[config.mk]
export PLATFORM = sky130hd
export DESIGN_NAME = i2c_sclgen
export DESIGN_NICKNAME = d
export VERILOG_FILES = /design/src/rtl/sclgen_pkg.sv /design/src/rtl/sclgen_cfg.sv /design/src/rtl/sclgen_tick.sv /design/src/rtl/sclgen_phase.sv /design/src/rtl/i2c_sclgen.sv
export SDC_FILE = /design/constraint.sdc
export NUM_CORES = 1
export LEC_CHECK = 0
export BUFFER_PORTS_ARGS = -buffer_cell sky130_fd_sc_hd__buf_2
export CAP_MARGIN = 20
export CORE_MARGIN = 5
export CORE_UTILIZATION = 55
export DETAILED_ROUTE_END_ITERATION = 6
export PLACE_DENSITY = 0.81
export SYNTH_ARGS = -nofsm -noshare
export SYNTH_HDL_FRONTEND = slang
export SYNTH_SLANG_ARGS = --single-unit
[constraint.sdc]
create_clock -name clk -period 2.96 [get_ports clk]
set_input_delay 0.296 -clock clk [delete_from_list [all_inputs] [get_ports clk]]
set_output_delay 0.296 -clock clk [all_outputs]
set_load 0.005 [all_outputs]
[src/rtl/sclgen_pkg.sv]
package sclgen_pkg;

  typedef enum logic [1:0] {
    PH_WAIT = 2'd0,
    PH_LOW  = 2'd1,
    PH_HIGH = 2'd2
  } phase_e;

  // Fixed extra ticks added to each divider, chosen by the prescale value.
  function automatic int unsigned div_offset(input int unsigned psc);
    if (psc == 0)      return 7;
    else if (psc == 1) return 6;
    else               return 5;
  endfunction

  // Number of prescaler ticks in one phase.
  function automatic int unsigned phase_len(input int unsigned div, input int unsigned psc);
    return div + div_offset(psc);
  endfunction

  // Tick count at which the high-phase sample point is placed.
  function automatic int unsigned half_point(input int unsigned len);
    return len >> 1;
  endfunction

endpackage

[src/rtl/sclgen_cfg.sv]
module sclgen_cfg
  import sclgen_pkg::*;
#(
  parameter int PSC_W = 8,
  parameter int DIV_W = 8,
  parameter int LEN_W = DIV_W + 1
) (
  input  logic             clk,
  input  logic             rst_n,
  input  logic             load,
  input  logic [PSC_W-1:0] prescale,
  input  logic [DIV_W-1:0] low_div,
  input  logic [DIV_W-1:0] high_div,
  output logic [PSC_W-1:0] psc_q,
  output logic [LEN_W-1:0] low_len_q,
  output logic [LEN_W-1:0] high_len_q,
  output logic [LEN_W-1:0] high_half_q
);

  // Settings are sampled continuously while disabled and frozen otherwise.
  always_ff @(posedge clk or negedge rst_n) begin
    if (!rst_n) begin
      psc_q       <= '0;
      low_len_q   <= '0;
      high_len_q  <= '0;
      high_half_q <= '0;
    end else if (load) begin
      psc_q       <= prescale;
      low_len_q   <= LEN_W'(phase_len(32'(low_div), 32'(prescale)));
      high_len_q  <= LEN_W'(phase_len(32'(high_div), 32'(prescale)));
      high_half_q <= LEN_W'(half_point(phase_len(32'(high_div), 32'(prescale))));
    end
  end

endmodule

[src/rtl/sclgen_tick.sv]
module sclgen_tick #(
  parameter int PSC_W = 8
) (
  input  logic             clk,
  input  logic             rst_n,
  input  logic             run,
  input  logic             restart,
  input  logic [PSC_W-1:0] psc,
  output logic             tick
);

  logic [PSC_W-1:0] cnt;

  assign tick = run && (cnt == psc);

  always_ff @(posedge clk or negedge rst_n) begin
    if (!rst_n)                      cnt <= '0;
    else if (!run || restart || tick) cnt <= '0;
    else                             cnt <= cnt + 1'b1;
  end

endmodule

[src/rtl/sclgen_phase.sv]
module sclgen_phase
  import sclgen_pkg::*;
#(
  parameter int LEN_W = 9
) (
  input  logic             clk,
  input  logic             rst_n,
  input  logic             active,
  input  logic             tick,
  input  logic             hold,
  input  logic             scl_in,
  input  logic [LEN_W-1:0] low_len,
  input  logic [LEN_W-1:0] high_len,
  input  logic [LEN_W-1:0] high_half,
  output logic             scl_pull,
  output logic             rise_stb,
  output logic             fall_stb,
  output logic             mid_stb,
  output logic             phase_chg,
  output logic             sync_drop
);

  localparam logic [LEN_W-1:0] ONE = LEN_W'(1);

  phase_e           ph, ph_nx;
  logic [LEN_W-1:0] pc, pc_nx;
  logic             low_term, high_term, mid_here;
  logic             low_done, high_done, go_high, mid_hit, count_en;

  assign low_term  = (pc == low_len - ONE);
  assign high_term = (pc == high_len - ONE);
  assign mid_here  = (pc == high_half - ONE);

  // Phase events
  assign low_done  = active && (ph == PH_LOW) && tick && low_term && !hold;
  assign high_done = active && (ph == PH_HIGH) && scl_in && tick && high_term;
  assign sync_drop = active && (ph == PH_HIGH) && !scl_in;
  assign go_high   = active && (ph == PH_WAIT) && scl_in;
  assign mid_hit   = active && (ph == PH_HIGH) && scl_in && tick && mid_here;

  always_comb begin
    ph_nx = ph;
    if (!active)                     ph_nx = PH_WAIT;
    else if (low_done)               ph_nx = PH_WAIT;
    else if (sync_drop || high_done) ph_nx = PH_LOW;
    else if (go_high)                ph_nx = PH_HIGH;
  end

  assign phase_chg = (ph_nx != ph);
  assign count_en  = tick && (((ph == PH_LOW) && !low_term) ||
                              ((ph == PH_HIGH) && !high_term));

  always_comb begin
    if (!active || phase_chg) pc_nx = '0;
    else if (count_en)        pc_nx = pc + ONE;
    else                      pc_nx = pc;
  end

  always_ff @(posedge clk or negedge rst_n) begin
    if (!rst_n) begin
      ph       <= PH_WAIT;
      pc       <= '0;
      rise_stb <= 1'b0;
      fall_stb <= 1'b0;
      mid_stb  <= 1'b0;
    end else begin
      ph       <= ph_nx;
      pc       <= pc_nx;
      rise_stb <= low_done;
      fall_stb <= sync_drop || high_done;
      mid_stb  <= mid_hit;
    end
  end

  assign scl_pull = (ph == PH_LOW);

endmodule

[src/rtl/i2c_sclgen.sv]
module i2c_sclgen #(
  parameter int PSC_W = 8,
  parameter int DIV_W = 8
) (
  input  logic             clk,
  input  logic             rst_n,
  input  logic             enable,
  input  logic             master,
  input  logic [PSC_W-1:0] prescale,
  input  logic [DIV_W-1:0] low_div,
  input  logic [DIV_W-1:0] high_div,
  input  logic             hold,
  input  logic             scl_in,
  output logic             scl_pull,
  output logic             scl_rise_stb,
  output logic             scl_fall_stb,
  output logic             scl_mid_stb
);

  localparam int LEN_W = DIV_W + 1;

  logic             active;
  logic             tick;
  logic             phase_chg;
  logic             sync_drop;
  logic [PSC_W-1:0] psc_q;
  logic [LEN_W-1:0] low_len_q, high_len_q, high_half_q;

  assign active = enable && master;

  sclgen_cfg #(.PSC_W(PSC_W), .DIV_W(DIV_W), .LEN_W(LEN_W)) u_cfg (
    .clk        (clk),
    .rst_n      (rst_n),
    .load       (!enable),
    .prescale   (prescale),
    .low_div    (low_div),
    .high_div   (high_div),
    .psc_q      (psc_q),
    .low_len_q  (low_len_q),
    .high_len_q (high_len_q),
    .high_half_q(high_half_q)
  );

  sclgen_tick #(.PSC_W(PSC_W)) u_tick (
    .clk    (clk),
    .rst_n  (rst_n),
    .run    (active),
    .restart(phase_chg),
    .psc    (psc_q),
    .tick   (tick)
  );

  sclgen_phase #(.LEN_W(LEN_W)) u_phase (
    .clk      (clk),
    .rst_n    (rst_n),
    .active   (active),
    .tick     (tick),
    .hold     (hold),
    .scl_in   (scl_in),
    .low_len  (low_len_q),
    .high_len (high_len_q),
    .high_half(high_half_q),
    .scl_pull (scl_pull),
    .rise_stb (scl_rise_stb),
    .fall_stb (scl_fall_stb),
    .mid_stb  (scl_mid_stb),
    .phase_chg(phase_chg),
    .sync_drop(sync_drop)
  );

endmodule

==> results.cfg <==
[floorplanning]
start_util = 0.566
fp.dieH_um = 88.3
die_w_um = 88.3
ioPinCount = 34
fp.coreArea_um2 = 5960
rows = 28
die-area_um2 = 7800

[drt]
ant_nets = 0
dr_wl_met2_um = 3650
drcViolationCount = 0
firstDrtPassIters = 5
vias = 2817
via_per_inst = 5.92
topRoutingLayerUsed = met4
totalWireLength_um = 7630
drtIter0Drc = 158
wl_per_cell_um = 16.0
dr_wl_met3_um = 430
wl_met1_um = 3380

[pwr]
irDropWorstVdd_v = 0.000259
p_leak_uw = 0.00159
power.density_nw_per_um2 = 410

[sta]
min_period_over_period = 0.926
finalHoldViolations = 20
hold-worst-slack_ns = -0.0142
finalCriticalPeriod_ns = 2.74
setup_slack_ns = 0.219
tightestPinTransition_ns = 0.596
max_slew_margin = 0.602
rsz0062_at_grt = no
fmax_ghz = 0.365
setup_viol = 0
clock-skew-final_ns = 0.00927
finalSetupTns_ns = 0
slew_violations = 0

[clock_tree]
htreeDepth = 2
path_clk_slew_ns = 0.10
ctsResizeCount = 0
clock_latency_ns = 0.31
cts_hold_buf = 0
clockBufferDepth = 2
cts_tree = built
post_cts.repair.setup_buffers = 0
numClockSinks = 48
cts-root-buf = clkbuf_8
cts_buffers = 5

[setup_path]
crit_path_start_kind = flip-flop
worst-setup-path-type = reg2reg
crit_family = simple AND/OR/NAND/NOR gates
end_kind = flip-flop
r2r-end = u_phase.pc[8]
path_cells = inv_1 -> ha_1 -> nand2b_1 -> or4_1 -> nand4_1 -> nor3_1 -> o211a_4 -> o31a_1 -> or3_1 -> a21oi_2
r2r_slack_ns = 0.22
r2r-start = u_cfg.high_len_q[2]
required_ns = 3.20
r2r_cells = 10
cpPeakStageDelay_ns = 0.50
worstSetupPathDepth = 10
crit_buf_inv = 1
crit_slowest_cell = or4_1
worstPathMaxFanout = 8
arrival_ns = 2.98

[global_route]
antenna_found_initial = 0
grt_use_total = 0.212
grt_start_max_net_pins = 49
grt_pass1_vias = 2903
grt_first_pass_wirelength_um = 13100
gr-total-overflow = 0

[synth]
syn_area_um2 = 3370
synth-main-ff-cell = dfrtp_1
avgSynthCellArea_um2 = 9.04
synth-edff-count = 0
ys_warn_count = 0
synth-async-reset-ratio = 1.00
syn_nets = 414
yosysSeqAreaShare = 0.356
synth_cell_types = 62
synthCells = 373
yosys_register_bits = 48

[layout]
nNetsFinal = 441
layout-drive-gt1-share = 0.185
mostFrequentLayoutCell = dfrtp_1
final_core_util = 0.623
layout_common_cells = 48 x dfrtp_1, 35 x xor2_1, 33 x buf_2, 30 x nand2_1, 29 x nor2_1
syn2layout_area_growth_pct = 10.1
antenna_cells = 0

[status]
violations = hold timing
run_status = complete, but fails checks

[place]
dpl.hpwl_um = 5780
pre_cts_ws_ns = 0.255
io_buffers = 33
gp_congestion = 0.851

[worst_hold_path]
min_path_type = in2async

[run]
max_cap_violations = 0
how the worst max path moves through the flow:
| stage | start | endpoint | slack (ns) |
|---|---|---|---|
| finish | u_cfg.high_len_q[2] | u_phase.pc[8] | 0.22 |
| detailed placement | u_cfg.high_len_q[2] | u_phase.pc[3] | 0.26 |
| global route | u_cfg.high_len_q[2] | u_phase.pc[3] | 0.03 |
| CTS | u_cfg.high_len_q[2] | u_phase.pc[8] | 0.23 |
| floorplan | prescale[7] | u_cfg.high_len_q[6] | 0.10 |
| global placement | u_cfg.high_len_q[2] | u_phase.pc[8] | 0.35 |
power breakdown:
part	internal (uW)	switching, uW
logic	158	187
clock network	191	232
registers	695	57.6
total	1040	477
sequential cells by signal (all words and copies together) (netlist names):
name,flops
u_cfg.low_len_q,9
u_phase.pc,9
u_cfg.high_len_q,8
u_cfg.psc_q,8
u_tick.cnt,8
u_phase.ph,2
u_cfg.high_half_q,1
u_phase.fall_stb,1
u_phase.mid_stb,1
u_phase.rise_stb,1
synth_stat cells, drive strengths merged (2+ instances only):
master   count  area (um2)
a2111oi      2        18.8
a211o        2        17.5
a211oi       5        42.5
a21o         3        22.5
a21oi       13        68.8
a311o        2        21.3
a32oi        2        17.5
and3         7        45.1
buf         12        67.6
clkbuf      11        42.5
dfrtp       48        1200
fa           2        40.0
ha           9         113
inv         14        52.6
mux2        12         135
nand2       30         113
nand2b       4        25.0
nand3       15        75.1
nand3b       2        15.0
nand4        7        43.8
nor2        29         109
nor3        12        71.3
nor3b        2        20.0
nor4         5        31.3
o2111ai      3        26.3
o21ai       25         125
o22ai        2        12.5
o31ai        6        50.1
or3          6        42.5
or3b         3        26.3
or4          4        30.0
xnor2       24         210
xor2        35         307
worst reg2reg max path: stages (launching register included):
cell,delay (ns)
dfrtp_1,0.47
inv_1,0.10
ha_1,0.25
nand2b_1,0.19
or4_1,0.50
nand4_1,0.10
nor3_1,0.06
o211a_4,0.17
o31a_1,0.34
or3_1,0.38
a21oi_2,0.13
stage by stage:
step | cells | area [um2] | hold slack [ns] | power [uW]
floorplan | 373 | 3370 | 0.000409 | 999
finish | 476 | 3710 | -0.0142 | 1520
CTS | 475 | 3680 | 0.150 | 1520
global route | 476 | 3710 | 0.0182 | 1600
global placement | 467 | 3590 | 0.488 | 1090
detailed placement | 467 | 3590 | 0.479 | 1100
routing by layer:
layer / vias to the layer above / track usage
li1: 1366 / -
met2: 102 / 0.349
met3: 19 / 0.0419
met1: 1330 / 0.281
met5: - / 0
met4: 0 / 0.0742
cell families after synthesis:
group	share of synthesized area
DFF	0.356
AOI/OAI and AO/OA	0.155
and+or+nand+nor	0.199
xor gates and xnor gates	0.153
buffers and inverters	0.0482
adders and majority gates	0.0453
muxes	0.0430
final cells by class:
cell class,count,area [um2]
tap,75,93.8
clock inverter,2,13.8
inverter,14,52.6
sequential,48,1200
multi-input combinational,288,2010
timing repair buffer,43,260
clock buffer,6,82.6
fill,500,2240
Power figures use the tool's default switching activity.
